File: src/rtl/bai_pkg.sv
package bai_pkg;
  localparam int CTL_W   = 9;
  localparam int C_VSYNC = 0;
  localparam int C_HSYNC = 1;
  localparam int C_DE    = 2;
  localparam int C_SDATA = 3;
  localparam int C_WSEL  = 4;
  localparam int C_BCLK  = 5;
  localparam int C_CSN   = 6;

  typedef enum logic {
    XFER_PIXCLK = 1'b0,
    XFER_DIVCLK = 1'b1
  } xfer_mode_e;
endpackage

File: src/rtl/bai_sample_shifter.sv
module bai_sample_shifter #(
  parameter int SAMPLE_W = 16
) (
  input  logic                clk,
  input  logic                rst_n,
  input  logic                in_valid,
  input  logic [SAMPLE_W-1:0] in_left,
  input  logic [SAMPLE_W-1:0] in_right,
  output logic                in_ready,
  input  logic                adv_i,
  output logic                loaded_o,
  output logic                ser_bit_o,
  output logic                wsel_o
);
  localparam int FRAME_W = 2 * SAMPLE_W;
  localparam int PTR_W   = $clog2(FRAME_W);
  localparam logic [PTR_W-1:0] PTR_LAST = PTR_W'(FRAME_W - 1);
  localparam logic [PTR_W-1:0] WS_RISE  = PTR_W'(SAMPLE_W - 1);
  localparam logic [PTR_W-1:0] WS_FALL  = PTR_W'(FRAME_W - 2);

  logic [FRAME_W-1:0] frame_q, frame_d;
  logic [PTR_W-1:0]   ptr_q, ptr_d;
  logic               loaded_q, loaded_d;
  logic               take;

  assign in_ready  = !loaded_q;
  assign take      = in_valid && in_ready;
  assign loaded_o  = loaded_q;
  assign ser_bit_o = loaded_q && frame_q[FRAME_W-1];
  // word select leads the channel change by one bit
  assign wsel_o    = (ptr_q >= WS_RISE) && (ptr_q <= WS_FALL);

  always_comb begin
    frame_d  = frame_q;
    ptr_d    = ptr_q;
    loaded_d = loaded_q;
    if (take) begin
      frame_d  = {in_left, in_right};
      ptr_d    = '0;
      loaded_d = 1'b1;
    end else if (loaded_q && adv_i) begin
      frame_d = frame_q << 1;
      if (ptr_q == PTR_LAST) begin
        ptr_d    = '0;
        loaded_d = 1'b0;
      end else begin
        ptr_d = ptr_q + 1'b1;
      end
    end
  end

  always_ff @(posedge clk or negedge rst_n) begin
    if (!rst_n) begin
      frame_q  <= '0;
      ptr_q    <= '0;
      loaded_q <= 1'b0;
    end else begin
      frame_q  <= frame_d;
      ptr_q    <= ptr_d;
      loaded_q <= loaded_d;
    end
  end

  p_hold_pos_r8: assert property (@(posedge clk) disable iff (!rst_n)
    (loaded_q && !adv_i) |=> ($stable(ptr_q) && $stable(frame_q)));

  p_step_pos_r8: assert property (@(posedge clk) disable iff (!rst_n)
    (loaded_q && adv_i && ptr_q != PTR_LAST) |=> (ptr_q == $past(ptr_q) + 1'b1));
endmodule

File: src/rtl/bai_bitclk_gen.sv
module bai_bitclk_gen
  import bai_pkg::*;
#(
  parameter int DIV_HALF = 1
) (
  input  logic clk,
  input  logic rst_n,
  input  logic mode_i,
  input  logic loaded_i,
  input  logic blank_i,
  output logic adv_o,
  output logic bclk_o,
  output logic cs_n_o
);
  localparam int PERIOD = 2 * DIV_HALF;
  localparam int PH_W   = $clog2(PERIOD);
  localparam logic [PH_W-1:0] PH_LAST = PH_W'(PERIOD - 1);
  localparam logic [PH_W-1:0] PH_HIGH = PH_W'(DIV_HALF);

  xfer_mode_e      mode;
  logic [PH_W-1:0] phase_q, phase_d;
  logic            run;

  assign mode = xfer_mode_e'(mode_i);
  assign run  = loaded_i && blank_i;

  always_comb begin
    phase_d = phase_q;
    adv_o   = 1'b0;
    bclk_o  = 1'b0;
    cs_n_o  = 1'b1;
    if (mode == XFER_PIXCLK) begin
      phase_d = '0;
      adv_o   = run;
      cs_n_o  = !run;
    end else begin
      if (!loaded_i) begin
        phase_d = '0;
      end else if (run) begin
        adv_o   = (phase_q == PH_LAST);
        phase_d = adv_o ? '0 : phase_q + 1'b1;
      end
      bclk_o = run && (phase_q >= PH_HIGH);
    end
  end

  always_ff @(posedge clk or negedge rst_n) begin
    if (!rst_n) phase_q <= '0;
    else        phase_q <= phase_d;
  end

  p_phase_frozen_r8: assert property (@(posedge clk) disable iff (!rst_n)
    (loaded_i && !blank_i) |=> $stable(phase_q));
endmodule

File: src/rtl/bai_word_pack.sv
module bai_word_pack
  import bai_pkg::*;
#(
  parameter int RGB_W = 18
) (
  input  logic [RGB_W-1:0]       rgb_i,
  input  logic                   vsync_i,
  input  logic                   hsync_i,
  input  logic                   de_i,
  input  logic                   sdata_i,
  input  logic                   wsel_i,
  input  logic                   bclk_i,
  input  logic                   cs_n_i,
  output logic [RGB_W+CTL_W-1:0] word_o
);
  logic [CTL_W-1:0] ctl;

  always_comb begin
    ctl          = '0;
    ctl[C_VSYNC] = vsync_i;
    ctl[C_HSYNC] = hsync_i;
    ctl[C_DE]    = de_i;
    ctl[C_SDATA] = sdata_i;
    ctl[C_WSEL]  = wsel_i;
    ctl[C_BCLK]  = bclk_i;
    ctl[C_CSN]   = cs_n_i;
    word_o       = {ctl, rgb_i};
  end
endmodule

File: src/rtl/blank_audio_inserter.sv
module blank_audio_inserter
  import bai_pkg::*;
#(
  parameter int SAMPLE_W = 16,
  parameter int RGB_W    = 18,
  parameter int DIV_HALF = 1
) (
  input  logic                   clk,
  input  logic                   rst_n,
  input  logic                   mode_i,
  input  logic [RGB_W-1:0]       rgb_i,
  input  logic                   vsync_i,
  input  logic                   hsync_i,
  input  logic                   de_i,
  input  logic                   aud_valid,
  input  logic [SAMPLE_W-1:0]    aud_left,
  input  logic [SAMPLE_W-1:0]    aud_right,
  output logic                   aud_ready,
  output logic [RGB_W+CTL_W-1:0] word_o
);
  localparam int IDX_SDATA = RGB_W + C_SDATA;
  localparam int IDX_BCLK  = RGB_W + C_BCLK;
  localparam int IDX_CSN   = RGB_W + C_CSN;

  logic rst_meta_q, rst_sync_q;
  logic sh_ready, loaded, adv, ser_bit, wsel, bclk, cs_n;

  always_ff @(posedge clk or negedge rst_n) begin
    if (!rst_n) begin
      rst_meta_q <= 1'b0;
      rst_sync_q <= 1'b0;
    end else begin
      rst_meta_q <= 1'b1;
      rst_sync_q <= rst_meta_q;
    end
  end

  assign aud_ready = sh_ready && rst_sync_q;

  bai_sample_shifter #(.SAMPLE_W(SAMPLE_W)) u_shift (
    .clk      (clk),
    .rst_n    (rst_sync_q),
    .in_valid (aud_valid && rst_sync_q),
    .in_left  (aud_left),
    .in_right (aud_right),
    .in_ready (sh_ready),
    .adv_i    (adv),
    .loaded_o (loaded),
    .ser_bit_o(ser_bit),
    .wsel_o   (wsel)
  );

  bai_bitclk_gen #(.DIV_HALF(DIV_HALF)) u_bclk (
    .clk     (clk),
    .rst_n   (rst_sync_q),
    .mode_i  (mode_i),
    .loaded_i(loaded),
    .blank_i (!de_i),
    .adv_o   (adv),
    .bclk_o  (bclk),
    .cs_n_o  (cs_n)
  );

  bai_word_pack #(.RGB_W(RGB_W)) u_pack (
    .rgb_i  (rgb_i),
    .vsync_i(vsync_i),
    .hsync_i(hsync_i),
    .de_i   (de_i),
    .sdata_i(ser_bit),
    .wsel_i (wsel),
    .bclk_i (bclk),
    .cs_n_i (cs_n),
    .word_o (word_o)
  );

  p_quiet_video_r3: assert property (@(posedge clk) disable iff (!rst_sync_q)
    de_i |-> (!word_o[IDX_BCLK] && word_o[IDX_CSN]));

  p_setup_edge_r5: assert property (@(posedge clk) disable iff (!rst_sync_q)
    (mode_i && $rose(word_o[IDX_BCLK])) |-> $stable(word_o[IDX_SDATA]));

  p_one_take_r9: assert property (@(posedge clk) disable iff (!rst_sync_q)
    (aud_valid && aud_ready) |=> !aud_ready);
endmodule

File: config.mk
export PLATFORM = sky130hd
export DESIGN_NAME = blank_audio_inserter
export DESIGN_NICKNAME = d
export VERILOG_FILES = /design/src/rtl/bai_pkg.sv /design/src/rtl/bai_sample_shifter.sv /design/src/rtl/bai_bitclk_gen.sv /design/src/rtl/bai_word_pack.sv /design/src/rtl/blank_audio_inserter.sv
export SDC_FILE = /design/constraint.sdc
export NUM_CORES = 1
export LEC_CHECK = 0
export BUFFER_PORTS_ARGS = -buffer_cell sky130_fd_sc_hd__buf_2
export CAP_MARGIN = 20
export CORE_MARGIN = 1
export CORE_UTILIZATION = 49
export DETAILED_ROUTE_END_ITERATION = 6
export PLACE_DENSITY = 0.83
export SYNTH_ARGS = -nofsm -noshare
export SYNTH_HDL_FRONTEND = slang
export SYNTH_SLANG_ARGS = --single-unit
File: constraint.sdc
create_clock -name clk -period 1.96 [get_ports clk]
set_input_delay 0.196 -clock clk [delete_from_list [all_inputs] [get_ports clk]]
set_output_delay 0.196 -clock clk [all_outputs]
set_load 0.02 [all_outputs]
Word-level counts from Yosys, hierarchy flattened
Cells that the tools add are included.

Flip-flop bits (word level): 41. Input bits: 57. Logic and storage cells: 44.

Add/sub/neg operators: 2. Muxes and demuxes: 17. Eq/ne operators: 2. Reduce and logical (&&, ||, !) cells: 14. $lt $le $gt $ge: 3.

Operators with widths (number): 32-bit 2-to-1 mux (2); 5-bit 2-to-1 mux (3); 1-bit 2-to-1 mux (12); 1-bit logical AND (8); 5-bit by 1-bit adder with 5-bit output, second input constant (1); 5-bit == test, second input constant (1); 5-bit by 4-bit greater-or-equal comparator with 1-bit output, second input constant (1); 5-bit <= comparator, second input constant (1); 2-bit nonzero test (2); 1-bit logical NOT (3); 3-bit by 2-bit inequality test with 1-bit output, second input constant (1); 2-bit AND reduction (1); 1-bit adder, second input constant (1); 1-bit greater-or-equal comparator, second input constant (1).

Longest topological paths before layout
Gate-level depths: netlist of run 1.

Depth in word-level cells: 8. Depth in mapped cells: 6. Gate-level depth less buffers: 6.

By module
A second synthesis of run 1 with hierarchy kept.

Cell total of the unflattened synthesis: 224. Area, all modules: 2157.1 µm².

By module, submodules not included: bai_sample_shifter (times used 1, cells an instance 181, seq. area each 950.9 µm², area an instance 1814.2 µm²); bai_word_pack (times used 1, cells an instance 28, seq. area each 0.0 µm², area an instance 206.4 µm²); blank_audio_inserter (times used 1, cells an instance 6, seq. area each 50.0 µm², area an instance 70.1 µm²); bai_bitclk_gen (times used 1, cells an instance 9, seq. area each 25.0 µm², area an instance 66.3 µm²).

Worst setup path after synthesis of run 1
Ideal clock, no wire load.

Kind: register -> register. Start: reg rst_sync_q. End: reg u_shift.frame_q[16]. Path buffers: 1. Path slack: -141 ps. Period minus slack after synthesis: 2101 ps. Arrival time: 1960 ps. Cell stages (with the launch flop): 5. Path through: dfrtp_1 nand3b_1 clkbuf_1 nor2_1 a31oi_1.

Word-level cells in the longest chain between the ends: 3. Elaborated cells on any way between the ends: 4. Classes of those cells: 1 x mux; 3 x reduce/logical.

Ends and longest elaborated chain: start: declaration (line blank_audio_inserter.sv:25) `logic rst_meta_q, rst_sync_q;`; start signal: assignment (line blank_audio_inserter.sv:34) `rst_sync_q <= rst_meta_q;`; 1-bit logical AND * (line blank_audio_inserter.sv:43) `.in_valid (aud_valid && rst_sync_q),`; 1-bit logical AND * (line bai_sample_shifter.sv:27) `assign take = in_valid && in_ready;`; 32-bit 2-to-1 mux / 2-bit nonzero test (equally long branches); end signal: assignment (line bai_sample_shifter.sv:58) `frame_q <= frame_d;`; end: declaration (line bai_sample_shifter.sv:21) `logic [FRAME_W-1:0] frame_q, frame_d;`.

Every way passes the cells marked *; elsewhere a longest branch is shown, timed or not. A chain may end at the register's enable or synchronous reset.

Worst setup path in the final report of run 1
Start: reg u_shift.ptr_q[0]. End: out word_o[22].

Word-level cells in the longest chain between the ends: 2. Elaborated cells on any way between the ends: 3. Classes of those cells: 2 x order compare; 1 x reduce/logical.

Ends and longest elaborated chain: start: declaration (line bai_sample_shifter.sv:22) `logic [PTR_W-1:0] ptr_q, ptr_d;`; start signal: assignment (line bai_sample_shifter.sv:59) `ptr_q <= ptr_d;`; 5-bit by 4-bit greater-or-equal comparator with 1-bit output / 5-bit <= comparator (equally long branches) (line bai_sample_shifter.sv:31) `assign wsel_o = (ptr_q >= WS_RISE) && (ptr_q <= WS_FALL);`; 1-bit logical AND * (line bai_sample_shifter.sv:31); end: declaration (line blank_audio_inserter.sv:19) `output logic [RGB_W+CTL_W-1:0] word_o`.

Marks and branches as above.

==> impl_results.html, run 1 <==
<table>
<tr><th>Metric</th><th>Value</th></tr>
<tr><th colspan="2">Run status</th></tr>
<tr><td>Outcome</td><td>finished, final reports clean</td></tr>
<tr><th colspan="2">Logic synthesis</th></tr>
<tr><td>Share of flip-flops with an asynchronous set or reset after synthesis</td><td>1.00</td></tr>
<tr><td>Number of register bits inferred by synthesis</td><td>41</td></tr>
<tr><td>Ys flop type</td><td>dfrtp_1</td></tr>
<tr><td>Number of synthesized flops with an enable pin</td><td>0</td></tr>
<tr><td>Synthesis Warnings</td><td>0</td></tr>
<tr><td>Syn_area_per_cell</td><td>8.64 sq um</td></tr>
<tr><td>Netlist area before placement</td><td>2270 sq um</td></tr>
<tr><td>Seq/Total Area, Yosys</td><td>0.452</td></tr>
<tr><td>Library cells used by synthesis</td><td>31</td></tr>
<tr><td>Post-synthesis instance total</td><td>263</td></tr>
<tr><th colspan="2">Final layout</th></tr>
<tr><td>Commonest cells after routing, fill and taps aside</td><td>buf_2 (42), dfrtp_1 (40), o21ai_0 (34)</td></tr>
<tr><td>Leading cell type in the layout, fill and taps excluded</td><td>buf_2</td></tr>
<tr><td>Area Overhead vs Synth</td><td>8.81%</td></tr>
<tr><td>Layout Utilization</td><td>0.560</td></tr>
<tr><td>Fraction of final layout cells sized beyond drive strength 1</td><td>0.234</td></tr>
<tr><td>ANT cells</td><td>0</td></tr>
<tr><td>Final net count</td><td>333</td></tr>
<tr><td>Total of fill cells in the finished design</td><td>405</td></tr>
<tr><th colspan="2">Routing</th></tr>
<tr><td>DRC viols</td><td>0</td></tr>
<tr><td>Via count normalized by instance count</td><td>5.93</td></tr>
<tr><td>Overall via count from detail_route</td><td>1926</td></tr>
<tr><td>Total detailed-routing wirelength</td><td>4890 microns</td></tr>
<tr><td>Pre-Repair DR Iteration Count</td><td>5</td></tr>
<tr><td>Wire length per cell</td><td>15.0 microns</td></tr>
<tr><td>Drt initial violations</td><td>277</td></tr>
<tr><td>Post-route ant nets</td><td>0</td></tr>
<tr><th colspan="2">Setup path</th></tr>
<tr><td>Required time worst endpoint</td><td>1.76 ns</td></tr>
<tr><td>Top cell family by delay on the critical path</td><td>flip-flops</td></tr>
<tr><td>Largest fanout on the critical path</td><td>3</td></tr>
<tr><td>Slowest cell on crit path</td><td>dfrtp_1</td></tr>
<tr><td>Crit path arrival time</td><td>1.65 ns</td></tr>
<tr><td>Length in cells of the worst reg-to-reg path</td><td>5</td></tr>
<tr><td>Class of the most critical setup path</td><td>reg2out</td></tr>
<tr><td>Largest stage delay on the critical path</td><td>0.39 ns</td></tr>
<tr><td>Critical path launch point type</td><td>flop</td></tr>
<tr><td>Logic depth of the worst path, buffers included</td><td>6</td></tr>
<tr><td>Worst path cell trace</td><td>ha_2 -&gt; and3_1 -&gt; ha_1 -&gt; a41oi_2 -&gt; o21ai_1 -&gt; buf_2</td></tr>
<tr><td>Worst path bufs/invs</td><td>1</td></tr>
<tr><td>Element type at the critical path end</td><td>primary output</td></tr>
<tr><th colspan="2">Timing</th></tr>
<tr><td>Share of the clock period used by the worst path</td><td>0.942</td></tr>
<tr><td>Hold Vio Cnt, Final</td><td>0</td></tr>
<tr><td>Actual slew at the worst max-slew pin</td><td>0.727 ns</td></tr>
<tr><td>Setup repair after global routing missed its margin</td><td>false</td></tr>
<tr><td>Total count of max-transition violations in the final report</td><td>0</td></tr>
<tr><td>Final setup viols</td><td>0</td></tr>
<tr><td>Sum of negative setup slack</td><td>0 ns</td></tr>
<tr><td>Achievable frequency</td><td>541 MHz</td></tr>
<tr><td>Relative slew slack</td><td>0.513</td></tr>
<tr><td>Final worst clock skew</td><td>0.00595 ns</td></tr>
<tr><td>Crit path time final</td><td>1.85 ns</td></tr>
<tr><th colspan="2">Floorplanning</th></tr>
<tr><td>Core Region</td><td>4410 sq um</td></tr>
<tr><td>DIE HEIGHT</td><td>70.1 microns</td></tr>
<tr><td>Total Die Area</td><td>4910 sq um</td></tr>
<tr><td>I/O pin count</td><td>85</td></tr>
<tr><td>Starting density of the core</td><td>0.515</td></tr>
<tr><td>Width of the chip</td><td>70.1 microns</td></tr>
<tr><td>Count of standard-cell rows</td><td>24</td></tr>
<tr><th colspan="2">Clock network</th></tr>
<tr><td>Post-CTS Repair Setup Buffers</td><td>0</td></tr>
<tr><td>Count of H-tree levels built during CTS</td><td>2</td></tr>
<tr><td>Master cell of the clock root buffer</td><td>clkbuf_8</td></tr>
<tr><td>CTS Buffer Depth</td><td>2</td></tr>
<tr><td>TritonCTS clock tree</td><td>built</td></tr>
<tr><td>Number of buffers created by CTS</td><td>5</td></tr>
<tr><td>Number of sinks handled by clock tree synthesis</td><td>41</td></tr>
<tr><td>Clock-pin slew of the registers on the worst-case setup and hold paths</td><td>0.08 ns</td></tr>
<tr><td>Clock latency on the worst-skew pair</td><td>0.30 ns</td></tr>
<tr><th colspan="2">Power and ir drop</th></tr>
<tr><td>Static leakage</td><td>0.00110 uW</td></tr>
<tr><td>Total power density per cell area</td><td>1130 nW/um^2</td></tr>
<tr><td>Highest ir drop seen on vdd</td><td>0.000598 V</td></tr>
<tr><th colspan="2">Worst hold path</th></tr>
<tr><td>Hold depth</td><td>3</td></tr>
<tr><td>Path category of the worst min-delay check</td><td>in2reg</td></tr>
<tr><th colspan="2">Run</th></tr>
<tr><td>Maximum Capacitance Violations</td><td>0</td></tr>
<tr><th colspan="2">GRT</th></tr>
<tr><td>Grt ovf</td><td>0</td></tr>
<tr><td>Total global routing track utilization</td><td>0.210</td></tr>
<tr><td>Global-route wire length before repair</td><td>8220 microns</td></tr>
<tr><td>Number of global-route vias before repair</td><td>1708</td></tr>
<tr><td>Number of antenna violations at the first check in global routing</td><td>0</td></tr>
<tr><td>Pin count of the biggest net entering global routing</td><td>63</td></tr>
<tr><th colspan="2">Placed design</th></tr>
<tr><td>Placed wire-length estimate</td><td>3050 microns</td></tr>
<tr><td>Count of input and output buffers</td><td>42</td></tr>
<tr><td>Final weighted congestion of routability-driven global placement</td><td>0.853</td></tr>
</table>
[cell usage after synthesis (all sizes together), types with 3 or more instances]
library cell  instances  share of area
buf                  34           0.11
o21ai                36          0.079
and3                  3         0.0083
a21oi                 5          0.011
clkbuf               16          0.026
nand3                32          0.070
dfrtp                41           0.45
a31oi                32          0.088
nor2                 32          0.053
or4                   3         0.0099
ha                    4          0.022
nand2b                4          0.012
[cells by family (layout without fill, tap and decap cells)]
family	count (synthesis)	after routing	share of synthesized area
buffers and inverters	52	61	0.137
other	2	3	0.00331
AOI/OAI and AO/OA	78	78	0.196
xor gates and xnor gates	1	1	0.00386
adders and majority gates	4	4	0.0220
DFF	41	41	0.452
and+or+nand+nor	85	85	0.186
[metrics by stage]
stage	hold slack [ns]	std cells	cell area, sq um	setup slack (ns)	power (uW)
4_1_cts	0.103	325	2460	0.0465	2800
2_1_floorplan	-0.0996	264	2280	0.196	2000
5_1_grt	0.106	325	2470	0.0266	3000
3_3_place_gp	-0.0164	316	2350	0.216	2130
6_report	0.101	325	2470	0.113	2800
3_5_place_dp	-0.0164	316	2350	0.141	2180
[registers in the layout, summed over array words and instances (netlist names)]
register and cells:
u_shift.frame_q 32, u_shift.ptr_q 5, rst_meta_q 1, rst_sync_q 1, u_bclk.phase_q 1, u_shift.loaded_o 1
[layer usage]
metal  GRT usage  share of wire  vias to the layer above
li1            -              -                      919
met4      0.0711         0.0086                        0
met5           0              0                        -
met3      0.0418          0.068                        7
met1       0.308           0.45                      917
met2       0.312           0.47                       83
[final timing paths]
kind,from,to,slack [ns]
worst max-delay path,u_shift.ptr_q[0]$_DFFE_PN0P_,word_o[22],0.11
worst min-delay path,aud_right[0],u_shift.frame_q[0]$_DFFE_PN0P_,0.10
worst max register to register,u_shift.ptr_q[0]$_DFFE_PN0P_,u_shift.ptr_q[3]$_DFFE_PN0P_,0.15
worst min register to register,rst_sync_q$_DFF_PN0_,u_shift.ptr_q[1]$_DFFE_PN0P_,0.11
max in group asynchronous,rst_sync_q$_DFF_PN0_,u_shift.frame_q[22]$_DFFE_PN0P_,1.18
min in group asynchronous,rst_sync_q$_DFF_PN0_,u_shift.ptr_q[1]$_DFFE_PN0P_,0.11
[tightest hold or removal path: cells and delay by family]
kind	cells	cell delay, ns
buf+inv	1	0.08
simple gates	1	0.04
compound gates	1	0.06
[cell type report]
type,count,area [sq um],share of cell area
sequential,41,1030,0.415
inverter,2,7.51,0.00304
timing repair buffer,51,318,0.129
clock inverter,1,5.00,0.00202
clock buffer,7,96.3,0.0390
multi-input combinational,171,953,0.386
tap,52,65.1,0.0263
[repair_timing]
item | in CTS | in global routing
setup endpoints to repair | 0 | 1
endpoints found under the hold margin | 2 | 0
gates resized for setup | 0 | 3
hold buffers | 1 | 0
[power breakdown]
group	total, uW	switching [uW]	internal (uW)
Sequential	1360	200	1160
Clock	612	293	318
Combinational	830	455	375
Total	2800	948	1850
Power figures use the tool's default switching activity.
==> inputs of run 2 (changes only) <==
- CELL_PAD_IN_SITES_DETAIL_PLACEMENT: default -> 1
- CELL_PAD_IN_SITES_GLOBAL_PLACEMENT: default -> 1
- CORE_UTILIZATION: 49 -> 35
- PLACE_DENSITY: 0.83 -> 0.82
==> impl_results.html, run 2 (synthesis results as in run 1) <==
<table>
<tr><th>Metric</th><th>Value</th></tr>
<tr><th colspan="2">Run status</th></tr>
<tr><td>Outcome</td><td>finished, final reports clean</td></tr>
<tr><th colspan="2">Run</th></tr>
<tr><td>Maximum Capacitance Violations</td><td>0</td></tr>
<tr><th colspan="2">Clock network</th></tr>
<tr><td>Count of H-tree levels built during CTS</td><td>2</td></tr>
<tr><td>Number of sinks handled by clock tree synthesis</td><td>41</td></tr>
<tr><td>Clock-pin slew of the registers on the worst-case setup and hold paths</td><td>0.09 ns</td></tr>
<tr><td>Number of buffers created by CTS</td><td>5</td></tr>
<tr><td>Master cell of the clock root buffer</td><td>clkbuf_8</td></tr>
<tr><td>TritonCTS clock tree</td><td>built</td></tr>
<tr><td>CTS Buffer Depth</td><td>2</td></tr>
<tr><td>Clock latency on the worst-skew pair</td><td>0.30 ns</td></tr>
<tr><th colspan="2">Routing</th></tr>
<tr><td>Via count normalized by instance count</td><td>5.60</td></tr>
<tr><td>Overall via count from detail_route</td><td>1971</td></tr>
<tr><td>Pre-Repair DR Iteration Count</td><td>4</td></tr>
<tr><td>Drt initial violations</td><td>145</td></tr>
<tr><td>Routed length on met3</td><td>257 microns</td></tr>
<tr><td>Post-route met1 wirelength</td><td>2620 microns</td></tr>
<tr><td>DRC viols</td><td>0</td></tr>
<tr><td>Wire length per cell</td><td>16.5 microns</td></tr>
<tr><td>Post-route ant nets</td><td>0</td></tr>
<tr><td>Detailed route wirelength on metal2</td><td>2810 microns</td></tr>
<tr><td>Topmost layer with routed signal wires</td><td>met4</td></tr>
<tr><td>Total detailed-routing wirelength</td><td>5800 microns</td></tr>
<tr><th colspan="2">Floorplanning</th></tr>
<tr><td>Count of standard-cell rows</td><td>28</td></tr>
<tr><td>Starting density of the core</td><td>0.373</td></tr>
<tr><td>DIE HEIGHT</td><td>82.6 microns</td></tr>
<tr><td>Total Die Area</td><td>6820 sq um</td></tr>
<tr><td>Core Region</td><td>6100 sq um</td></tr>
<tr><td>Width of the chip</td><td>82.6 microns</td></tr>
<tr><td>I/O pin count</td><td>85</td></tr>
<tr><th colspan="2">Final layout</th></tr>
<tr><td>Layout Utilization</td><td>0.415</td></tr>
<tr><td>ANT cells</td><td>0</td></tr>
<tr><td>Design Area, Final</td><td>2530 sq um</td></tr>
<tr><td>Largest regs</td><td>u_shift.frame_q x32, u_shift.ptr_q x5</td></tr>
<tr><td>Fraction of final layout cells sized beyond drive strength 1</td><td>0.249</td></tr>
<tr><td>Area Overhead vs Synth</td><td>11.3%</td></tr>
<tr><td>Final net count</td><td>337</td></tr>
<tr><td>Number of flip-flops under the largest register name</td><td>32</td></tr>
<tr><td>Commonest cells after routing, fill and taps aside</td><td>buf_2 (42), dfrtp_1 (39), o21ai_0 (35)</td></tr>
<tr><td>Largest register by flop count</td><td>u_shift.frame_q</td></tr>
<tr><td>Leading cell type in the layout, fill and taps excluded</td><td>buf_2</td></tr>
<tr><th colspan="2">Timing</th></tr>
<tr><td>Crit path time final</td><td>1.90 ns</td></tr>
<tr><td>Total count of max-transition violations in the final report</td><td>0</td></tr>
<tr><td>Sum of negative setup slack</td><td>0 ns</td></tr>
<tr><td>Achievable frequency</td><td>528 MHz</td></tr>
<tr><td>Setup repair after global routing missed its margin</td><td>false</td></tr>
<tr><td>Worst hold slack after final layout</td><td>0.105 ns</td></tr>
<tr><td>Final setup viols</td><td>0</td></tr>
<tr><td>Hold Vio Cnt, Final</td><td>0</td></tr>
<tr><td>Final worst clock skew</td><td>0.00674 ns</td></tr>
<tr><td>Share of the clock period used by the worst path</td><td>0.967</td></tr>
<tr><th colspan="2">GRT</th></tr>
<tr><td>Pin count of the biggest net entering global routing</td><td>36</td></tr>
<tr><td>Number of antenna violations at the first check in global routing</td><td>0</td></tr>
<tr><td>Global-route wire length before repair</td><td>9630 microns</td></tr>
<tr><td>Number of global-route vias before repair</td><td>1979</td></tr>
<tr><td>Total global routing track utilization</td><td>0.186</td></tr>
<tr><td>Grt ovf</td><td>0</td></tr>
<tr><th colspan="2">Setup path</th></tr>
<tr><td>Crit path arrival time</td><td>1.70 ns</td></tr>
<tr><td>Required time worst endpoint</td><td>1.76 ns</td></tr>
<tr><td>Largest fanout on the critical path</td><td>3</td></tr>
<tr><td>Critical path launch point type</td><td>flop</td></tr>
<tr><td>Class of the most critical setup path</td><td>reg2out</td></tr>
<tr><td>Element type at the critical path end</td><td>primary output</td></tr>
<tr><th colspan="2">Placed design</th></tr>
<tr><td>Placed instance area</td><td>2360 sq um</td></tr>
<tr><td>Final weighted congestion of routability-driven global placement</td><td>0.733</td></tr>
<tr><td>Count of input and output buffers</td><td>42</td></tr>
<tr><td>Placed wire-length estimate</td><td>3810 microns</td></tr>
<tr><th colspan="2">Power and ir drop</th></tr>
<tr><td>Highest ir drop seen on vdd</td><td>0.000415 V</td></tr>
<tr><td>Power after layout</td><td>3040 uW</td></tr>
<tr><td>Total power density per cell area</td><td>1200 nW/um^2</td></tr>
<tr><td>Static leakage</td><td>0.00111 uW</td></tr>
<tr><th colspan="2">Worst hold path</th></tr>
<tr><td>Path category of the worst min-delay check</td><td>in2reg</td></tr>
</table>
## run 2: worst paths after layout
kind	startpoint	slack (ns)	endpoint	depth (start not counted)
worst min-delay path	aud_right[0]	0.11	u_shift.frame_q[0]$_DFFE_PN0P_	3
min in group asynchronous	rst_sync_q$_DFF_PN0_	0.14	u_shift.ptr_q[4]$_DFFE_PN0P_	0
worst max-delay path	u_shift.ptr_q[0]$_DFFE_PN0P_	0.06	word_o[22]	6
max in group asynchronous	rst_sync_q$_DFF_PN0_	1.22	u_shift.ptr_q[0]$_DFFE_PN0P_	1
worst min register to register	rst_sync_q$_DFF_PN0_	0.14	u_shift.ptr_q[4]$_DFFE_PN0P_	0
worst max register to register	u_shift.ptr_q[0]$_DFFE_PN0P_	0.12	u_shift.ptr_q[2]$_DFFE_PN0P_	5
## run 2: cell type report
type	count	area, sq um
Tap cell	75	93.8
Clock buffer	5	68.8
Timing Repair Buffer	55	310
Fill cell	758	3570
Multi-Input combinational cell	171	951
Sequential cell	41	1030
Clock inverter	3	68.8
Inverter	2	7.51
## run 2: metal layers
layer / vias up / global-route usage
met5: - / 0
met4: 0 / 0.0638
met3: 12 / 0.0352
met2: 52 / 0.302
met1: 979 / 0.249
li1: 928 / -
## run 2: per-stage QoR
stage	worst slack, ns	instances
global route	0.0237	352
finish	0.0644	352
CTS	0.0226	352
global placement	0.125	342
floorplan	0.196	264
detailed placement	0.0261	342
## run 2: worst max-delay path: stages (launching register included)
cell and delay (ns):
dfrtp_2 0.42, ha_2 0.20, and3_4 0.19, ha_1 0.18
a41oi_1 0.17, o21ai_0 0.09, buf_2 0.16
## run 2: power breakdown
group	internal, uW	switching [uW]
logic	369	465
clock network	513	321
registers	1160	206
## run 2: what timing repair did
action / 4_1_cts / 5_1_grt
endpoints found under the hold margin: 2 / 0
endpoints found under the setup margin: 1 / 1
pin swaps: 0 / 0
gates cloned: 0 / 0
buffers inserted: 1 / 0
resized for setup: 2 / 1
hold buffers: 1 / 0
==> inputs of run 3 (changes only) <==
- clock period: 1.96 -> 1.8 ns (I/O delays scaled with it)
==> impl_results.html, run 3 (synthesis results as in run 1) <==
<table>
<tr><th>Metric</th><th>Value</th></tr>
<tr><th colspan="2">Run status</th></tr>
<tr><td>Outcome</td><td>complete, but fails checks</td></tr>
<tr><td>Violated checks</td><td>negative setup slack</td></tr>
<tr><th colspan="2">GRT</th></tr>
<tr><td>Total global routing track utilization</td><td>0.182</td></tr>
<tr><td>Pin count of the biggest net entering global routing</td><td>51</td></tr>
<tr><td>Grt ovf</td><td>0</td></tr>
<tr><td>Number of antenna violations at the first check in global routing</td><td>0</td></tr>
<tr><td>Global-route wire length before repair</td><td>9320 microns</td></tr>
<tr><td>Number of global-route vias before repair</td><td>1927</td></tr>
<tr><th colspan="2">Routing</th></tr>
<tr><td>Via count normalized by instance count</td><td>5.46</td></tr>
<tr><td>Total detailed-routing wirelength</td><td>5620 microns</td></tr>
<tr><td>Post-route met1 wirelength</td><td>2570 microns</td></tr>
<tr><td>DRC viols</td><td>0</td></tr>
<tr><td>Post-route ant nets</td><td>0</td></tr>
<tr><td>Overall via count from detail_route</td><td>1923</td></tr>
<tr><td>Topmost layer with routed signal wires</td><td>met4</td></tr>
<tr><td>Wire length per cell</td><td>16.0 microns</td></tr>
<tr><td>Detailed route wirelength on metal2</td><td>2760 microns</td></tr>
<tr><td>Pre-Repair DR Iteration Count</td><td>4</td></tr>
<tr><td>Routed length on met3</td><td>281 microns</td></tr>
<tr><td>Drt initial violations</td><td>152</td></tr>
<tr><th colspan="2">Floorplanning</th></tr>
<tr><td>Width of the chip</td><td>82.6 microns</td></tr>
<tr><td>DIE HEIGHT</td><td>82.6 microns</td></tr>
<tr><td>Total Die Area</td><td>6820 sq um</td></tr>
<tr><td>I/O pin count</td><td>85</td></tr>
<tr><td>Count of standard-cell rows</td><td>28</td></tr>
<tr><td>Core Region</td><td>6100 sq um</td></tr>
<tr><td>Starting density of the core</td><td>0.373</td></tr>
<tr><th colspan="2">Placed design</th></tr>
<tr><td>Placed instance area</td><td>2420 sq um</td></tr>
<tr><td>Count of input and output buffers</td><td>42</td></tr>
<tr><td>Final weighted congestion of routability-driven global placement</td><td>0.736</td></tr>
<tr><td>Placed wire-length estimate</td><td>3570 microns</td></tr>
<tr><th colspan="2">Clock network</th></tr>
<tr><td>Master cell of the clock root buffer</td><td>clkbuf_8</td></tr>
<tr><td>Clock-pin slew of the registers on the worst-case setup and hold paths</td><td>0.08 ns</td></tr>
<tr><td>CTS Buffer Depth</td><td>2</td></tr>
<tr><td>Post-CTS Repair Setup Buffers</td><td>0</td></tr>
<tr><td>Number of buffers created by CTS</td><td>5</td></tr>
<tr><td>Count of H-tree levels built during CTS</td><td>2</td></tr>
<tr><td>Clock latency on the worst-skew pair</td><td>0.29 ns</td></tr>
<tr><td>TritonCTS clock tree</td><td>built</td></tr>
<tr><td>Number of sinks handled by clock tree synthesis</td><td>41</td></tr>
<tr><th colspan="2">Setup path</th></tr>
<tr><td>Required time worst endpoint</td><td>1.62 ns</td></tr>
<tr><td>Critical path launch point type</td><td>flop</td></tr>
<tr><td>Length in cells of the worst reg-to-reg path</td><td>5</td></tr>
<tr><td>Element type at the critical path end</td><td>primary output</td></tr>
<tr><td>Class of the most critical setup path</td><td>reg2out</td></tr>
<tr><td>Reg-to-reg critical path startpoint</td><td>u_shift.ptr_q[1]$_DFFE_PN0P_</td></tr>
<tr><td>R2R setup slack</td><td>0.02 ns</td></tr>
<tr><td>Largest fanout on the critical path</td><td>2</td></tr>
<tr><td>Crit path arrival time</td><td>1.64 ns</td></tr>
<tr><td>Reg2reg end</td><td>u_shift.ptr_q[0]$_DFFE_PN0P_</td></tr>
<tr><th colspan="2">Timing</th></tr>
<tr><td>Total count of max-transition violations in the final report</td><td>0</td></tr>
<tr><td>Crit path time final</td><td>1.82 ns</td></tr>
<tr><td>Final setup viols</td><td>1</td></tr>
<tr><td>Achievable frequency</td><td>549 MHz</td></tr>
<tr><td>Share of the clock period used by the worst path</td><td>1.01</td></tr>
<tr><td>Final worst clock skew</td><td>0.00349 ns</td></tr>
<tr><td>PnR worst setup slack</td><td>-0.0207 ns</td></tr>
<tr><td>Hold Vio Cnt, Final</td><td>0</td></tr>
<tr><td>Setup repair after global routing missed its margin</td><td>true</td></tr>
<tr><th colspan="2">Final layout</th></tr>
<tr><td>Number of flip-flops under the largest register name</td><td>32</td></tr>
<tr><td>Final net count</td><td>337</td></tr>
<tr><td>Area Overhead vs Synth</td><td>12.8%</td></tr>
<tr><td>Design Area, Final</td><td>2560 sq um</td></tr>
<tr><td>Commonest cells after routing, fill and taps aside</td><td>buf_2 (41), dfrtp_1 (40), o21ai_0 (34)</td></tr>
<tr><td>Fraction of final layout cells sized beyond drive strength 1</td><td>0.253</td></tr>
<tr><td>ANT cells</td><td>0</td></tr>
<tr><td>Largest register by flop count</td><td>u_shift.frame_q</td></tr>
<tr><td>Largest regs</td><td>u_shift.frame_q x32, u_shift.ptr_q x5</td></tr>
<tr><td>Leading cell type in the layout, fill and taps excluded</td><td>buf_2</td></tr>
<tr><th colspan="2">Power and ir drop</th></tr>
<tr><td>Static leakage</td><td>0.00112 uW</td></tr>
<tr><td>Power after layout</td><td>3120 uW</td></tr>
<tr><td>Highest ir drop seen on vdd</td><td>0.000540 V</td></tr>
<tr><td>Total power density per cell area</td><td>1220 nW/um^2</td></tr>
<tr><th colspan="2">Worst hold path</th></tr>
<tr><td>Path category of the worst min-delay check</td><td>reg2async</td></tr>
<tr><th colspan="2">Run</th></tr>
<tr><td>Maximum Capacitance Violations</td><td>0</td></tr>
</table>
==> run 3: how the worst max path moves through the flow <==
stage	startpoint	to	slack, ns	cells past startpoint
5_1_grt	u_shift.ptr_q[1]$_DFFE_PN0P_	word_o[22]	-0.07	6
6_report	u_shift.ptr_q[1]$_DFFE_PN0P_	word_o[22]	-0.02	6
3_5_place_dp	u_shift.ptr_q[0]$_DFFE_PN0P_	u_shift.ptr_q[3]$_DFFE_PN0P_	-0.01	5
4_1_cts	u_shift.ptr_q[1]$_DFFE_PN0P_	word_o[22]	-0.03	6
2_1_floorplan	u_shift.ptr_q[0]$_DFFE_PN0P_	u_shift.ptr_q[2]$_DFFE_PN0P_	0.04	5
3_3_place_gp	u_shift.ptr_q[0]$_DFFE_PN0P_	u_shift.ptr_q[3]$_DFFE_PN0P_	0.06	5
==> run 3: layout make-up <==
cell class                 instances  area [sq um]
fill                             749          3530
sequential                        41          1030
multi-input combinational        171           971
timing repair buffer              55           363
clock buffer                       7          96.3
tap                               75          93.8
inverter                           2          7.51
clock inverter                     1          5.00
==> run 3: repair_timing <==
| action | CTS | global route |
|---|---|---|
| setup endpoints to repair | 4 | 4 |
| hold endpoints to repair | 2 | 0 |
| hold buffers | 1 | 0 |
| pin swaps | 2 | 1 |
| gates cloned | 0 | 0 |
| resized for setup | 7 | 0 |
==> run 3: critical path, stage by stage, from the launching register on <==
cell	delay, ns
dfrtp_1	0.39
ha_2	0.19
and3_4	0.19
ha_4	0.15
a41oi_2	0.16
o21ai_1	0.09
buf_4	0.16
==> run 3: stage by stage <==
| step | instances | TNS [ns] | util | hold WS [ns] | setup WS (ns) |
|---|---|---|---|---|---|
| after detailed placement | 343 | -0.0148 | 0.397 | -0.0295 | -0.0119 |
| after global routing | 352 | -0.234 | 0.421 | 0.0848 | -0.0726 |
| after global placement | 343 | 0 | 0.397 | -0.0324 | 0.0589 |
| after CTS | 352 | -0.0277 | 0.421 | 0.0748 | -0.0277 |
| final | 352 | -0.0207 | 0.421 | 0.0732 | -0.0207 |
| after floorplan | 264 | 0 | - | -0.116 | 0.0362 |
==> run 3: power breakdown <==
part | switching, uW | total [uW] | leakage, uW | internal (uW)
registers | 224 | 1490 | 0.000494 | 1260
logic | 517 | 956 | 0.000570 | 439
clock network | 324 | 671 | 0.0000542 | 347
==> run 3: per-layer routing <==
metal  track usage  up-vias
met5             0        -
met4        0.0500        0
met3        0.0462        2
met2         0.283       53
met1         0.250      939
li1              -      929
